### config.mk
export PLATFORM = sky130hd
export DESIGN_NAME = rst_esc_unit
export DESIGN_NICKNAME = d
export VERILOG_FILES = /design/src/rtl/rst_esc_pkg.sv /design/src/rtl/rst_esc_edge.sv /design/src/rtl/rst_esc_satcnt.sv /design/src/rtl/rst_esc_w1c.sv /design/src/rtl/rst_esc_unit.sv
export SDC_FILE = /design/constraint.sdc
export NUM_CORES = 1
export LEC_CHECK = 0
export BUFFER_PORTS_ARGS = -buffer_cell sky130_fd_sc_hd__buf_2
export CORE_ASPECT_RATIO = 1.1
export CORE_MARGIN = 2
export CORE_UTILIZATION = 54
export DETAILED_ROUTE_END_ITERATION = 12
export PLACE_DENSITY = 0.85
export SYNTH_ARGS = -nofsm -noshare
export SYNTH_HDL_FRONTEND = slang
export SYNTH_SLANG_ARGS = --single-unit
### constraint.sdc
create_clock -name clk -period 6.14 [get_ports clk]
set_input_delay 1.228 -clock clk [delete_from_list [all_inputs] [get_ports clk]]
set_output_delay 1.228 -clock clk [all_outputs]
set_load 0.02 [all_outputs]
### src/rtl/rst_esc_pkg.sv
package rst_esc_pkg;

   // register byte offsets
   localparam int unsigned OFS_DSTAT = 32'h00;
   localparam int unsigned OFS_FSTAT = 32'h08;
   localparam int unsigned OFS_FDIS  = 32'h0C;
   localparam int unsigned OFS_FCNT  = 32'h14;
   localparam int unsigned OFS_FTHR  = 32'h18;
   localparam int unsigned OFS_DTHR  = 32'h1C;

   // class of reset acted upon in one cycle, highest priority wins
   typedef enum logic [1:0] {
      EV_NONE,
      EV_FUNC,
      EV_DEST,
      EV_POWER
   } rst_ev_e;

endpackage

### src/rtl/rst_esc_edge.sv
module rst_esc_edge #(
   parameter int W = 1
) (
   input  logic         clk,
   input  logic         rst_n,
   input  logic [W-1:0] lvl,
   output logic [W-1:0] rise
);

   if (W < 1) begin : g_bad_w
      $error("rst_esc_edge: W must be at least 1");
   end

   for (genvar i = 0; i < W; i++) begin : g_bit
      logic prev_bit;
      always_ff @(posedge clk or negedge rst_n) begin
         if (!rst_n) prev_bit <= 1'b0;
         else        prev_bit <= lvl[i];
      end
      assign rise[i] = lvl[i] & ~prev_bit;
   end

endmodule

### src/rtl/rst_esc_satcnt.sv
module rst_esc_satcnt #(
   parameter int W        = 4,
   parameter bit SATURATE = 1'b1
) (
   input  logic         clk,
   input  logic         rst_n,
   input  logic         clr,
   input  logic         inc,
   output logic [W-1:0] cnt_q,
   output logic [W-1:0] cnt_nxt
);

   localparam logic [W-1:0] TOP = {W{1'b1}};

   if (W < 1) begin : g_bad_w
      $error("rst_esc_satcnt: W must be at least 1");
   end

   if (SATURATE) begin : g_sat
      assign cnt_nxt = (cnt_q == TOP) ? TOP : cnt_q + W'(1);

      // a full counter never wraps
      assert_cnt_saturates_R3: assert property (@(posedge clk) disable iff (!rst_n)
         (cnt_q == TOP && inc && !clr) |=> (cnt_q == TOP))
         else $error("counter wrapped past its top");
   end else begin : g_wrap
      assign cnt_nxt = cnt_q + W'(1);
   end

   always_ff @(posedge clk or negedge rst_n) begin
      if (!rst_n)   cnt_q <= '0;
      else if (clr) cnt_q <= '0;
      else if (inc) cnt_q <= cnt_nxt;
   end

   assert_cnt_clear_R8: assert property (@(posedge clk) disable iff (!rst_n)
      clr |=> (cnt_q == '0))
      else $error("counter not cleared");

endmodule

### src/rtl/rst_esc_w1c.sv
module rst_esc_w1c #(
   parameter int W = 1
) (
   input  logic         clk,
   input  logic         rst_n,
   input  logic         clr_all,
   input  logic [W-1:0] set_vec,
   input  logic [W-1:0] busy_vec,
   input  logic         wr_en,
   input  logic [W-1:0] wr_mask,
   output logic [W-1:0] stat_q
);

   logic [W-1:0] kill;
   logic [W-1:0] kept;

   if (W < 1) begin : g_bad_w
      $error("rst_esc_w1c: W must be at least 1");
   end

   always_comb begin
      kill = wr_en ? (wr_mask & ~busy_vec) : '0;
      kept = clr_all ? '0 : (stat_q & ~kill);
   end

   always_ff @(posedge clk or negedge rst_n) begin
      if (!rst_n) stat_q <= '0;
      else        stat_q <= kept | set_vec;
   end

   // a set bit whose source is still high survives any write
   assert_busy_bit_kept_R9: assert property (@(posedge clk) disable iff (!rst_n)
      !clr_all |=> ((stat_q & $past(stat_q & busy_vec)) == $past(stat_q & busy_vec)))
      else $error("status bit cleared while source active");

endmodule

### src/rtl/rst_esc_unit.sv
module rst_esc_unit
   import rst_esc_pkg::*;
#(
   parameter int NUM_DEST = 3,
   parameter int NUM_FUNC = 4,
   parameter int CNT_W    = 4,
   parameter int DATA_W   = 32,
   parameter int ADDR_W   = 6
) (
   input  logic                clk,
   input  logic                rst_n,
   input  logic                por_lvl,
   input  logic [NUM_DEST-1:0] dest_lvl,
   input  logic [NUM_FUNC-1:0] func_lvl,
   input  logic                bus_we,
   input  logic [ADDR_W-1:0]   bus_addr,
   input  logic [DATA_W-1:0]   bus_wdata,
   output logic [DATA_W-1:0]   bus_rdata,
   output logic                func_reset_o,
   output logic                dest_reset_o,
   output logic                hold_o,
   output logic                irq_o
);

   localparam int DST_W   = NUM_DEST + 2;
   localparam int ESC_BIT = NUM_DEST + 1;
   localparam int DLV_W   = NUM_DEST + 1;
   localparam logic [CNT_W-1:0] CNT_MAX = {CNT_W{1'b1}};

   if (NUM_DEST < 1 || NUM_FUNC < 1) begin : g_bad_src
      $error("rst_esc_unit: need at least one source per class");
   end
   if (DST_W > DATA_W || NUM_FUNC > DATA_W || CNT_W > DATA_W) begin : g_bad_data
      $error("rst_esc_unit: fields wider than the data bus");
   end
   if (ADDR_W < 5) begin : g_bad_addr
      $error("rst_esc_unit: address too narrow for the map");
   end

   // ---------------- edge detection ----------------
   logic [DLV_W-1:0]    d_rise;
   logic [NUM_FUNC-1:0] f_rise;

   rst_esc_edge #(.W(DLV_W)) u_dedge (
      .clk(clk), .rst_n(rst_n), .lvl({dest_lvl, por_lvl}), .rise(d_rise));
   rst_esc_edge #(.W(NUM_FUNC)) u_fedge (
      .clk(clk), .rst_n(rst_n), .lvl(func_lvl), .rise(f_rise));

   // ---------------- registers ----------------
   logic [CNT_W-1:0]    fcnt_q, fcnt_nxt, dcnt_q, dcnt_nxt;
   logic [CNT_W-1:0]    fthr_q, dthr_q;
   logic [NUM_FUNC-1:0] fdis_q, fstat_q;
   logic [DST_W-1:0]    dstat_q;
   logic                hold_q, irq_q, frst_q, drst_q;

   // ---------------- bus decode ----------------
   logic wr_dstat, wr_fstat, wr_fdis, wr_fthr, wr_dthr;
   logic unused_wdata;

   assign wr_dstat = bus_we && (bus_addr == ADDR_W'(OFS_DSTAT));
   assign wr_fstat = bus_we && (bus_addr == ADDR_W'(OFS_FSTAT));
   assign wr_fdis  = bus_we && (bus_addr == ADDR_W'(OFS_FDIS));
   assign wr_fthr  = bus_we && (bus_addr == ADDR_W'(OFS_FTHR));
   assign wr_dthr  = bus_we && (bus_addr == ADDR_W'(OFS_DTHR));
   assign unused_wdata = ^bus_wdata;

   // ---------------- event classification ----------------
   rst_ev_e ev;
   logic    esc, dest_fire, func_fire, pwr, hold_set, irq_set;

   always_comb begin
      if (d_rise[0])                ev = EV_POWER;
      else if (hold_q)              ev = EV_NONE;
      else if (|d_rise[DLV_W-1:1])  ev = EV_DEST;
      else if (|f_rise)             ev = EV_FUNC;
      else                          ev = EV_NONE;
   end

   always_comb begin
      pwr       = (ev == EV_POWER);
      esc       = (ev == EV_FUNC) && (fthr_q != '0) && (fcnt_nxt >= fthr_q);
      dest_fire = (ev == EV_DEST) || esc;
      func_fire = (ev == EV_FUNC) && !esc;
      hold_set  = dest_fire && (dthr_q != '0) && (dcnt_nxt >= dthr_q);
      irq_set   = wr_fdis && |(bus_wdata[NUM_FUNC-1:0] & fstat_q);
   end

   // ---------------- counters ----------------
   rst_esc_satcnt #(.W(CNT_W), .SATURATE(1'b1)) u_fcnt (
      .clk(clk), .rst_n(rst_n), .clr(pwr || dest_fire), .inc(func_fire),
      .cnt_q(fcnt_q), .cnt_nxt(fcnt_nxt));

   rst_esc_satcnt #(.W(CNT_W), .SATURATE(1'b1)) u_dcnt (
      .clk(clk), .rst_n(rst_n), .clr(pwr), .inc(dest_fire),
      .cnt_q(dcnt_q), .cnt_nxt(dcnt_nxt));

   // ---------------- status words ----------------
   rst_esc_w1c #(.W(DST_W)) u_dstat (
      .clk(clk), .rst_n(rst_n), .clr_all(pwr),
      .set_vec({esc, dest_lvl, por_lvl}),
      .busy_vec({1'b0, dest_lvl, por_lvl}),
      .wr_en(wr_dstat), .wr_mask(bus_wdata[DST_W-1:0]),
      .stat_q(dstat_q));

   rst_esc_w1c #(.W(NUM_FUNC)) u_fstat (
      .clk(clk), .rst_n(rst_n), .clr_all(pwr),
      .set_vec(func_lvl), .busy_vec(func_lvl),
      .wr_en(wr_fstat), .wr_mask(bus_wdata[NUM_FUNC-1:0]),
      .stat_q(fstat_q));

   // ---------------- limits, hold, flag, outputs ----------------
   always_ff @(posedge clk or negedge rst_n) begin
      if (!rst_n) begin
         fthr_q <= CNT_MAX;
         dthr_q <= '0;
         fdis_q <= '0;
         hold_q <= 1'b0;
         irq_q  <= 1'b0;
         frst_q <= 1'b0;
         drst_q <= 1'b0;
      end else begin
         if (pwr || dest_fire) fthr_q <= CNT_MAX;
         else if (wr_fthr)     fthr_q <= bus_wdata[CNT_W-1:0];

         if (pwr)          dthr_q <= '0;
         else if (wr_dthr) dthr_q <= bus_wdata[CNT_W-1:0];

         if (pwr)          fdis_q <= '0;
         else if (wr_fdis) fdis_q <= bus_wdata[NUM_FUNC-1:0];

         if (pwr)           hold_q <= 1'b0;
         else if (hold_set) hold_q <= 1'b1;

         if (pwr) irq_q <= 1'b0;
         else     irq_q <= irq_set || (irq_q && |fstat_q);

         frst_q <= func_fire;
         drst_q <= dest_fire;
      end
   end

   assign func_reset_o = frst_q;
   assign dest_reset_o = drst_q;
   assign hold_o       = hold_q;
   assign irq_o        = irq_q;

   // ---------------- read mux ----------------
   always_comb begin
      bus_rdata = '0;
      case (bus_addr)
         ADDR_W'(OFS_DSTAT): bus_rdata[DST_W-1:0]    = dstat_q;
         ADDR_W'(OFS_FSTAT): bus_rdata[NUM_FUNC-1:0] = fstat_q;
         ADDR_W'(OFS_FDIS):  bus_rdata[NUM_FUNC-1:0] = fdis_q;
         ADDR_W'(OFS_FCNT):  bus_rdata[CNT_W-1:0]    = fcnt_q;
         ADDR_W'(OFS_FTHR):  bus_rdata[CNT_W-1:0]    = fthr_q;
         ADDR_W'(OFS_DTHR):  bus_rdata[CNT_W-1:0]    = dthr_q;
         default:            bus_rdata = '0;
      endcase
   end

   // ---------------- assertions ----------------
   assert_hold_until_por_R6: assert property (@(posedge clk) disable iff (!rst_n)
      (hold_q && !d_rise[0]) |=> hold_q)
      else $error("hold released without power-on");

   assert_quiet_while_held_R6: assert property (@(posedge clk) disable iff (!rst_n)
      hold_q |=> !(func_reset_o || dest_reset_o))
      else $error("reset pulse issued while held");

   assert_one_class_R12: assert property (@(posedge clk) disable iff (!rst_n)
      !(func_reset_o && dest_reset_o))
      else $error("both reset classes issued together");

   assert_dest_reloads_R7: assert property (@(posedge clk) disable iff (!rst_n)
      dest_reset_o |-> (fthr_q == CNT_MAX && fcnt_q == '0))
      else $error("destructive reset left functional state");

   assert_irq_from_write_R10: assert property (@(posedge clk) disable iff (!rst_n)
      $rose(irq_o) |-> $past(wr_fdis))
      else $error("flag rose without a disable write");

endmodule

==> results.json, run 1 <==
{
  "vias": 1881,
  "wl_met3_um": 313,
  "relSlewSlack": 0.3877,
  "syn_to_final_growth_pct": 7.172,
  "drive_gt1_frac": 0.2096,
  "fin_crit_sh": 0.6367,
  "ir_worst_vdd_mv": 0.1261,
  "synthesis.area_mm2": 0.002477,
  "post_cts_resized": 0,
  "status": "completed",
  "yosysSeqAreaShare": 0.4162,
  "route.met2.wl_um": 2717,
  "dr.max_layer_used": "met4",
  "die_h_um": 75.04,
  "routed_wl_um": 5298,
  "overflow": 0,
  "grt_pass1_wl_um": 8652,
  "wl_per_cell_um": 16.25,
  "rsz0062_at_grt": "false",
  "cts_tree": "built",
  "yosys-top-cells-area": "dfrtp_1, buf_4, mux2i_1",
  "cts_buffers": 5,
  "clock_sinks": 41,
  "cp-start-kind": "primary input",
  "die_area_mm2": 0.005146,
  "start_util": 0.5698,
  "synth_top_area_frac": 0.3737,
  "worstMarginPinSlew_ns": 0.9184,
  "cp_max_fo": 10,
  "ys_top_cells_by_count": "dfrtp_1, buf_4, nand2_1",
  "gp_congestion": 0.8549,
  "critPathSlowestCell": "or4_4",
  "hp-start": "u_dstat.stat_q[0]",
  "worstReg2RegEnd": "u_dcnt.cnt_q[2]",
  "synth-seq-cells": 41,
  "p_leak_nw": 1.355,
  "r2r_setup_slack_ns": 3.51,
  "cts_root_buf": "clkbuf_8",
  "crit_path_end_kind": "output pin",
  "ys_async_sr_fraction": 1.000,
  "drt_first_pass_iters": 4,
  "maxCapViolations": 0,
  "drtIter0Drc": 142,
  "fin_crit_ns": 3.909,
  "finalSetupViolations": 0,
  "nFillCells": 378,
  "insertion_delay_ns": 0.30,
  "yosys.area.top_type": "dfrtp_1",
  "hold_viol_final": 0,
  "rr_worst_depth": 10,
  "core_area_mm2": 0.004348,
  "cts_buffer_depth": 2,
  "clkSlewWorstSetupHoldPaths_ns": 0.07,
  "worstPathArrival_ns": 2.68,
  "htreeDepth": 2,
  "hold_path_depth": 1,
  "row_count": 25,
  "critPathMaxStageDelay_ns": 0.56,
  "pre_cts_ws_ns": 2.255,
  "fin_ws_ns": 2.231,
  "yosysUniqueCellTypes": 50,
  "reg2reg_from": "u_fcnt.cnt_q[0]",
  "num_io_pins": 85,
  "ys.warnings.count": 0,
  "crit_chain": "buf_2 > or4_4 > nor3_4 > nand2_1 > nand2_1 > buf_2",
  "powerDensity_mw_per_mm2": 245.9,
  "skew_ns": 0.005104,
  "tns_ns": 0,
  "path_class": "in -> out",
  "final_nets": 330,
  "insertedDiodeCount": 0,
  "maxSlewViolCount": 0,
  "port-buffer-count": 30,
  "synthFlopType": "dfrtp_1",
  "grt_pass1_vias": 1911,
  "cts_hold_buffers": 0,
  "required_ns": 4.91,
  "grt_max_degree": 42,
  "postRouteAntennaNets": 0,
  "place_hpwl_um": 3917,
  "hp-class": "reg -> reg",
  "post_cts_buffers": 0,
  "synthMostInstantiatedCell": "dfrtp_1",
  "cp_num_buf_inv": 2,
  "drt-met1-wl_um": 2096,
  "path_delay_family": "simple AND/OR/NAND/NOR gates",
  "gr-usage-all-layers": 0.2305,
  "hold_end": "u_dstat.stat_q[0]",
  "viasPerCell": 5.770,
  "syn_inst": 240,
  "drc": 0,
  "antenna_found_initial": 0,
  "fmax_mhz": 255.8,
  "syn_avg_cell_area_um2": 10.32,
  "synth_edf_count": 0,
  "die_w_um": 68.58
}
## cell type report
cell class                 count  area [um^2]  area share
tap                           54        67.56     0.02545
sequential                    41         1031      0.3883
clock buffer                   8        90.09     0.03393
inverter                      12        45.04     0.01697
timing repair buffer          31        157.7     0.05938
multi-input combinational    180         1264      0.4760
## placed cells by master (no fill, tap or decap), types with 7 or more instances in the layout
master / instances
nand2b_1: 11
a31o_1: 7
nand2_1: 19
inv_1: 12
buf_2: 30
ha_1: 10
nor2_1: 15
conb_1: 27
mux2i_1: 13
nand3_1: 15
dfrtp_1: 37
## worst reg2reg max path: cells and delay by family, from the launching register on
kind	cells	cell delay, ns
AOI/OAI and AO/OA	1	0.41
adders and majority gates	2	0.50
buffers and inverters	1	0.05
DFF	1	0.44
muxes	1	0.20
and+or+nand+nor	5	0.97
## registers in the layout (all words and copies together), names as in the netlist
signal,flops
u_fcnt.cnt_q,4
irq_o,1
hold_o,1
func_reset_o,1
dthr_q,4
u_fedge.g_bit.prev_bit,4
u_dedge.g_bit.prev_bit,4
fthr_q,4
u_dstat.stat_q,5
u_fstat.stat_q,4
u_dcnt.cnt_q,4
fdis_q,4
dest_reset_o,1
## logic make-up after synthesis
kind of cell,Yosys count,synth area share
multiplexers,17,0.08889
buffers and inverters,45,0.1131
adder cells (fa/ha/maj),10,0.05051
AO/OA/AOI/OAI,41,0.1298
other,1,0.001514
flip-flops,41,0.4162
AND/OR/NAND/NOR,85,0.2000
## per-stage QoR
step | hold slack (ns) | util | area [um^2] | power [mW] | std cells
2_1_floorplan | 0.4490 | - | 2575 | 0.4410 | 266
3_3_place_gp | 0.4614 | 0.5899 | 2565 | 0.4652 | 318
3_5_place_dp | 0.4659 | 0.5899 | 2565 | 0.4739 | 318
4_1_cts | 0.4824 | 0.6106 | 2655 | 0.6536 | 326
5_1_grt | 0.4907 | 0.6106 | 2655 | 0.6912 | 326
6_report | 0.4791 | 0.6106 | 2655 | 0.6529 | 326
## worst max-delay path by stage
stage / start / slack [ns] / cells past startpoint / endpoint
6_report: bus_addr[1] / 2.23 / 6 / bus_rdata[0]
2_1_floorplan: bus_addr[1] / 2.61 / 3 / bus_rdata[4]
3_3_place_gp: bus_addr[1] / 2.28 / 6 / bus_rdata[0]
3_5_place_dp: bus_addr[1] / 2.25 / 6 / bus_rdata[0]
4_1_cts: bus_addr[1] / 2.24 / 6 / bus_rdata[0]
5_1_grt: bus_addr[1] / 2.17 / 6 / bus_rdata[3]
## report_power, final
| part | switching, mW | leakage [nW] | internal, mW |
|---|---|---|---|
| clock network | 0.0904 | 0.0455 | 0.0916 |
| logic | 0.0958 | 0.811 | 0.0643 |
| registers | 0.0201 | 0.499 | 0.291 |
| total | 0.206 | 1.35 | 0.447 |
## layer usage
metal | up-vias | global-route usage
met5 | - | 0
met4 | 0 | 0.1133
met3 | 18 | 0.05381
met2 | 69 | 0.3974
met1 | 929 | 0.2662
li1 | 865 | -
No activity file was read; power rests on OpenSTA's default activity.
==> inputs of run 2 (changes only) <==
--- a/config.mk
+++ b/config.mk
@@ -8,9 +8,9 @@
 export BUFFER_PORTS_ARGS = -buffer_cell sky130_fd_sc_hd__buf_2
 export CORE_ASPECT_RATIO = 1.1
 export CORE_MARGIN = 2
-export CORE_UTILIZATION = 54
+export CORE_UTILIZATION = 45
 export DETAILED_ROUTE_END_ITERATION = 12
-export PLACE_DENSITY = 0.85
+export PLACE_DENSITY = 0.76
 export SYNTH_ARGS = -nofsm -noshare
 export SYNTH_HDL_FRONTEND = slang
 export SYNTH_SLANG_ARGS = --single-unit
==> constraint.sdc (replaced) <==
create_clock -name clk -period 3.26 [get_ports clk]
set_input_delay 0.652 -clock clk [delete_from_list [all_inputs] [get_ports clk]]
set_output_delay 0.652 -clock clk [all_outputs]
set_load 0.02 [all_outputs]
==> run 2 against run 1 <==
Net effect:
- non-clock buffer count did not move
- setup slack got worse by 1.7 ns
- worst hold slack got worse by 0.0060 ns
- total power rose by 85%
- highest routed layer unchanged
==> results.json, run 2 (synthesis gave the netlist of run 1 again) <==
{
  "rr_worst_depth": 10,
  "die_area_mm2": 0.006116,
  "crit_start": "bus_addr[1]",
  "relSlewSlack": 0.4018,
  "most-common-layout-cells": "dfrtp_1, buf_2, conb_1",
  "tns_ns": 0,
  "finalSetupViolations": 0,
  "worstReg2RegEnd": "u_dcnt.cnt_q[3]",
  "cts_root_buf": "clkbuf_8",
  "nFillCells": 518,
  "clock_sinks": 41,
  "largest_reg_flops": 5,
  "routed_wl_um": 5030,
  "postRouteAntennaNets": 0,
  "cts_hold_buffers": 0,
  "gp_congestion": 0.8650,
  "fin_crit_ns": 2.686,
  "overflow": 0,
  "drive_gt1_frac": 0.2169,
  "path_class": "in -> out",
  "top_register": "u_dstat.stat_q",
  "port-buffer-count": 30,
  "num_io_pins": 85,
  "cp-start-kind": "primary input",
  "post_cts_buffers": 0,
  "final_nets": 330,
  "grt_pass1_wl_um": 8376,
  "grt_max_degree": 42,
  "rsz0062_at_grt": "false",
  "die_w_um": 74.75,
  "maxCapViolations": 0,
  "place_hpwl_um": 3801,
  "post_dp_cell_area_mm2": 0.002591,
  "critPathSlowestCell": "or4_4",
  "insertion_delay_ns": 0.30,
  "hold_viol_final": 0,
  "maxSlewViolCount": 0,
  "fmax_mhz": 372.3,
  "final_cell_area_mm2": 0.002678,
  "cp_max_fo": 10,
  "clkSlewWorstSetupHoldPaths_ns": 0.08,
  "post_cts_resized": 0,
  "start_util": 0.4622,
  "status": "completed",
  "vias": 1796,
  "drc": 0,
  "p_leak_nw": 1.353,
  "insertedDiodeCount": 0,
  "die_h_um": 81.82,
  "crit_chain": "buf_2 > or4_4 > nor3_4 > nand2_1 > nand2_1 > buf_2",
  "wl_per_cell_um": 14.50,
  "crit_path_end_kind": "output pin",
  "cts_buffer_depth": 2,
  "multi_input_area_mm2": 0.001264,
  "ir_worst_vdd_mv": 0.1489,
  "htreeDepth": 2,
  "critPathMaxStageDelay_ns": 0.55,
  "antenna_found_initial": 0,
  "row_count": 28,
  "core_area_mm2": 0.005360,
  "grt_pass1_vias": 1724,
  "gr-usage-all-layers": 0.1833,
  "drt_first_pass_iters": 4,
  "skew_ns": 0.007775,
  "worstPathArrival_ns": 2.03,
  "worstMarginPinSlew_ns": 0.8974,
  "powerDensity_mw_per_mm2": 450.4,
  "hp-class": "in -> async",
  "final_common_cell": "dfrtp_1",
  "required_ns": 2.61,
  "drtIter0Drc": 121,
  "seq_area_mm2": 0.001031,
  "viasPerCell": 5.176,
  "syn_to_final_growth_pct": 8.081,
  "cts_buffers": 5,
  "r2r_setup_slack_ns": 0.64,
  "cts_tree": "built",
  "reg2reg_from": "u_fcnt.cnt_q[0]",
  "total_power_mw": 1.206,
  "fin_crit_sh": 0.8240
}
==> run 2: cell types whose count changed in the layout (fill, tap and decap cells not counted) <==
cell        change
clkinv_2        +2
clkbuf_1        -2
clkinvlp_4      +1
clkbuf_8        -1
==> run 2: per-layer routing <==
metal | vias up | global-route usage | wire length [um]
met4 | 0 | 0.05357 | 68
met2 | 61 | 0.3292 | 2589
met1 | 861 | 0.2246 | 2129
met5 | - | 0 | 0
li1 | 867 | - | -
met3 | 7 | 0.02945 | 243
==> run 2: power breakdown <==
part	switching, mW	internal [mW]	total [mW]
Clock	0.179	0.148	0.326
Combinational	0.177	0.120	0.297
Sequential	0.0352	0.547	0.582
Total	0.391	0.815	1.21
==> run 2: metrics by stage <==
stage            util  setup slack, ns  hold WS [ns]  cells
3_3_place_gp   0.4834           0.5602        0.4616    339
5_1_grt        0.4995           0.4539        0.4774    347
2_1_floorplan       -           0.8826        0.3564    266
6_report       0.4995           0.5738        0.4731    347
3_5_place_dp   0.4834           0.5620        0.4671    339
4_1_cts        0.4995           0.5641        0.4758    347
==> run 2: how the worst max path moves through the flow <==
stage | to | slack [ns] | cells past startpoint
finish | bus_rdata[0] | 0.57 | 6
global route | bus_rdata[0] | 0.45 | 6
floorplan | bus_rdata[4] | 0.88 | 3
global placement | bus_rdata[0] | 0.56 | 6
CTS | bus_rdata[0] | 0.56 | 6
detailed placement | bus_rdata[0] | 0.56 | 6
==> run 2: final cells by class <==
| cell class | count | share of cell area |
|---|---|---|
| Clock inverter | 3 | 0.006542 |
| Clock buffer | 5 | 0.02570 |
| Multi-Input combinational cell | 180 | 0.4720 |
| Timing Repair Buffer | 31 | 0.05888 |
| Tap cell | 75 | 0.03505 |
| Inverter | 12 | 0.01682 |
| Sequential cell | 41 | 0.3850 |
==> run 2: worst max-delay path: cells and delay by family <==
family	cells	cell delay, ns
simple gates	4	1.12
buf+inv	2	0.27
==> inputs of run 3 (changes only) <==
==> constraint.sdc (replaced) <==
create_clock -name clk -period 2.2 [get_ports clk]
set_input_delay 0.44 -clock clk [delete_from_list [all_inputs] [get_ports clk]]
set_output_delay 0.44 -clock clk [all_outputs]
set_load 0.02 [all_outputs]
==> run 3 against run 2 <==
Net effect:
- the run now ends with negative setup slack left
- worst hold slack got worse by 0.36 ns
- register-to-register slack got worse by 0.71 ns
- first-iteration DRC count fell by 11%
- design area rose by 19%
- global-route usage rose by 2.2 points
- non-clock buffer count rose by 27
- clock power rose by 120%
- clock skew barely moved
- sequential power rose by 49%
- largest power group unchanged
==> results.json, run 3 (synthesis gave the netlist of run 1 again) <==
{
  "status": "finished with violations",
  "violations": "negative setup slack",
  "crit_path_end_kind": "flip-flop",
  "worstMarginPinSlew_ns": 0.5148,
  "cp-start-kind": "flip-flop",
  "postRouteAntennaNets": 0,
  "cts_root_buf": "clkbuf_8",
  "gr-usage-all-layers": 0.2053,
  "relSlewSlack": 0.6536,
  "core_area_mm2": 0.005360,
  "cp_max_fo": 8,
  "die_area_mm2": 0.006116,
  "hp-class": "in -> async",
  "num_io_pins": 85,
  "cts_buffer_depth": 2,
  "wl_per_cell_um": 15.82,
  "powerDensity_mw_per_mm2": 674.2,
  "path_class": "reg -> reg",
  "grt_pass1_wl_um": 9418,
  "post_dp_cell_area_mm2": 0.002786,
  "die_w_um": 74.75,
  "fin_crit_sh": 1.032,
  "clkSlewWorstSetupHoldPaths_ns": 0.08,
  "start_util": 0.4622,
  "syn_to_final_growth_pct": 28.74,
  "cts_buffers": 5,
  "total_power_mw": 2.150,
  "final_common_cell": "dfrtp_1",
  "gp_congestion": 0.8375,
  "top_register": "u_dstat.stat_q",
  "grt_max_degree": 22,
  "fmax_mhz": 440.5,
  "drtIter0Drc": 108,
  "drive_gt1_frac": 0.3846,
  "routed_wl_um": 5918,
  "vias": 1989,
  "antenna_found_initial": 0,
  "viasPerCell": 5.318,
  "clock_sinks": 41,
  "cts_tree": "built",
  "p_leak_nw": 1.549,
  "rsz0062_at_grt": "true",
  "drt_first_pass_iters": 4,
  "drc": 0,
  "tns_ns": -0.3140,
  "largest_reg_flops": 5,
  "whs_ns": 0.1108,
  "port-buffer-count": 30,
  "fin_crit_ns": 2.270,
  "insertion_delay_ns": 0.30,
  "finalSetupViolations": 9,
  "fin_ws_ns": -0.07018,
  "final_nets": 357,
  "row_count": 28,
  "skew_ns": 0.007551,
  "maxCapViolations": 0,
  "r2r_setup_slack_ns": -0.07,
  "die_h_um": 81.82,
  "utilization": 0.5950,
  "insertedDiodeCount": 0,
  "overflow": 0,
  "maxSlewViolCount": 0,
  "ir_worst_vdd_mv": 0.3014,
  "worstPathArrival_ns": 2.48,
  "htreeDepth": 2,
  "place_hpwl_um": 4149,
  "final_cell_area_mm2": 0.003189,
  "hold_viol_final": 0,
  "required_ns": 2.41,
  "grt_pass1_vias": 1963,
  "most-common-layout-cells": "dfrtp_1, conb_1, buf_4",
  "nFillCells": 449
}
[run 3: cell count changes in the layout (fill, tap and decap cells not counted), moves of 3 or more]
cell / previous run / this run
buf_6: 0 / 7
nand2_1: 19 / 10
nor2_1: 15 / 12
nand3_1: 15 / 12
buf_2: 30 / 23
buf_4: 1 / 26
ha_4: 0 / 3
ha_1: 10 / 6
nand2_4: 0 / 5
nand2_2: 0 / 4
[run 3: timing repair]
action                                  in CTS  in global routing
hold buffers                                 0                  0
endpoints found under the setup margin      13                 21
setup buffers                                6                  3
pin swaps                                   11                 15
endpoints found under the hold margin        0                  0
cloned                                       0                  0
gates resized for setup                     19                 33
[run 3: metrics by stage]
step           std cells  worst slack (ns)
4_1_cts              371          -0.09808
3_3_place_gp         358           -0.1003
2_1_floorplan        266          -0.02019
6_report             374          -0.07018
3_5_place_dp         358           -0.2206
5_1_grt              374           -0.1571
[run 3: layout make-up]
class / count / area (um^2) / share of cell area
Inverter: 12 / 47.55 / 0.01491
Timing Repair Buffer: 58 / 429.2 / 0.1346
Multi-Input combinational cell: 180 / 1454 / 0.4559
Clock inverter: 3 / 65.06 / 0.02040
Sequential cell: 41 / 1031 / 0.3233
Tap cell: 75 / 93.84 / 0.02942
Clock buffer: 5 / 68.82 / 0.02158
[run 3: path summary, 6_finish.rpt]
| path | start | endpoint | cells past startpoint |
|---|---|---|---|
| setup / recovery | u_fcnt.cnt_q[2] | u_dcnt.cnt_q[2] | 8 |
| hold / removal | rst_n | dthr_q[0] | 1 |
| setup reg to reg | u_fcnt.cnt_q[2] | u_dcnt.cnt_q[2] | 8 |
| hold reg to reg | u_dstat.stat_q[4] | u_dstat.stat_q[4] | 1 |
| max in group asynchronous | rst_n | fthr_q[0] | 2 |
| min in group clk | dest_lvl[0] | u_dedge.g_bit[1].prev_bit | 1 |
[run 3: critical path, stage by stage, from the launching register on]
cell and delay, ns:
dfrtp_1 0.53, nand3_2 0.18, nor3_4 0.22, a21oi_2 0.07
ha_2 0.21, a2111oi_4 0.30, and4b_4 0.30, nor2_4 0.15
mux2i_1 0.23
[run 3: where the power goes]
group | switching (mW) | internal, mW | total [mW]
Sequential | 0.0538 | 0.811 | 0.865
Combinational | 0.316 | 0.258 | 0.574
Clock | 0.261 | 0.451 | 0.711
[run 3: metal layers]
| metal | GRT usage | wire length (um) |
|---|---|---|
| met5 | 0 | 0 |
| met1 | 0.2422 | 2376 |
| met2 | 0.3752 | 3185 |
| met4 | 0.07857 | 172 |
| met3 | 0.02577 | 183 |
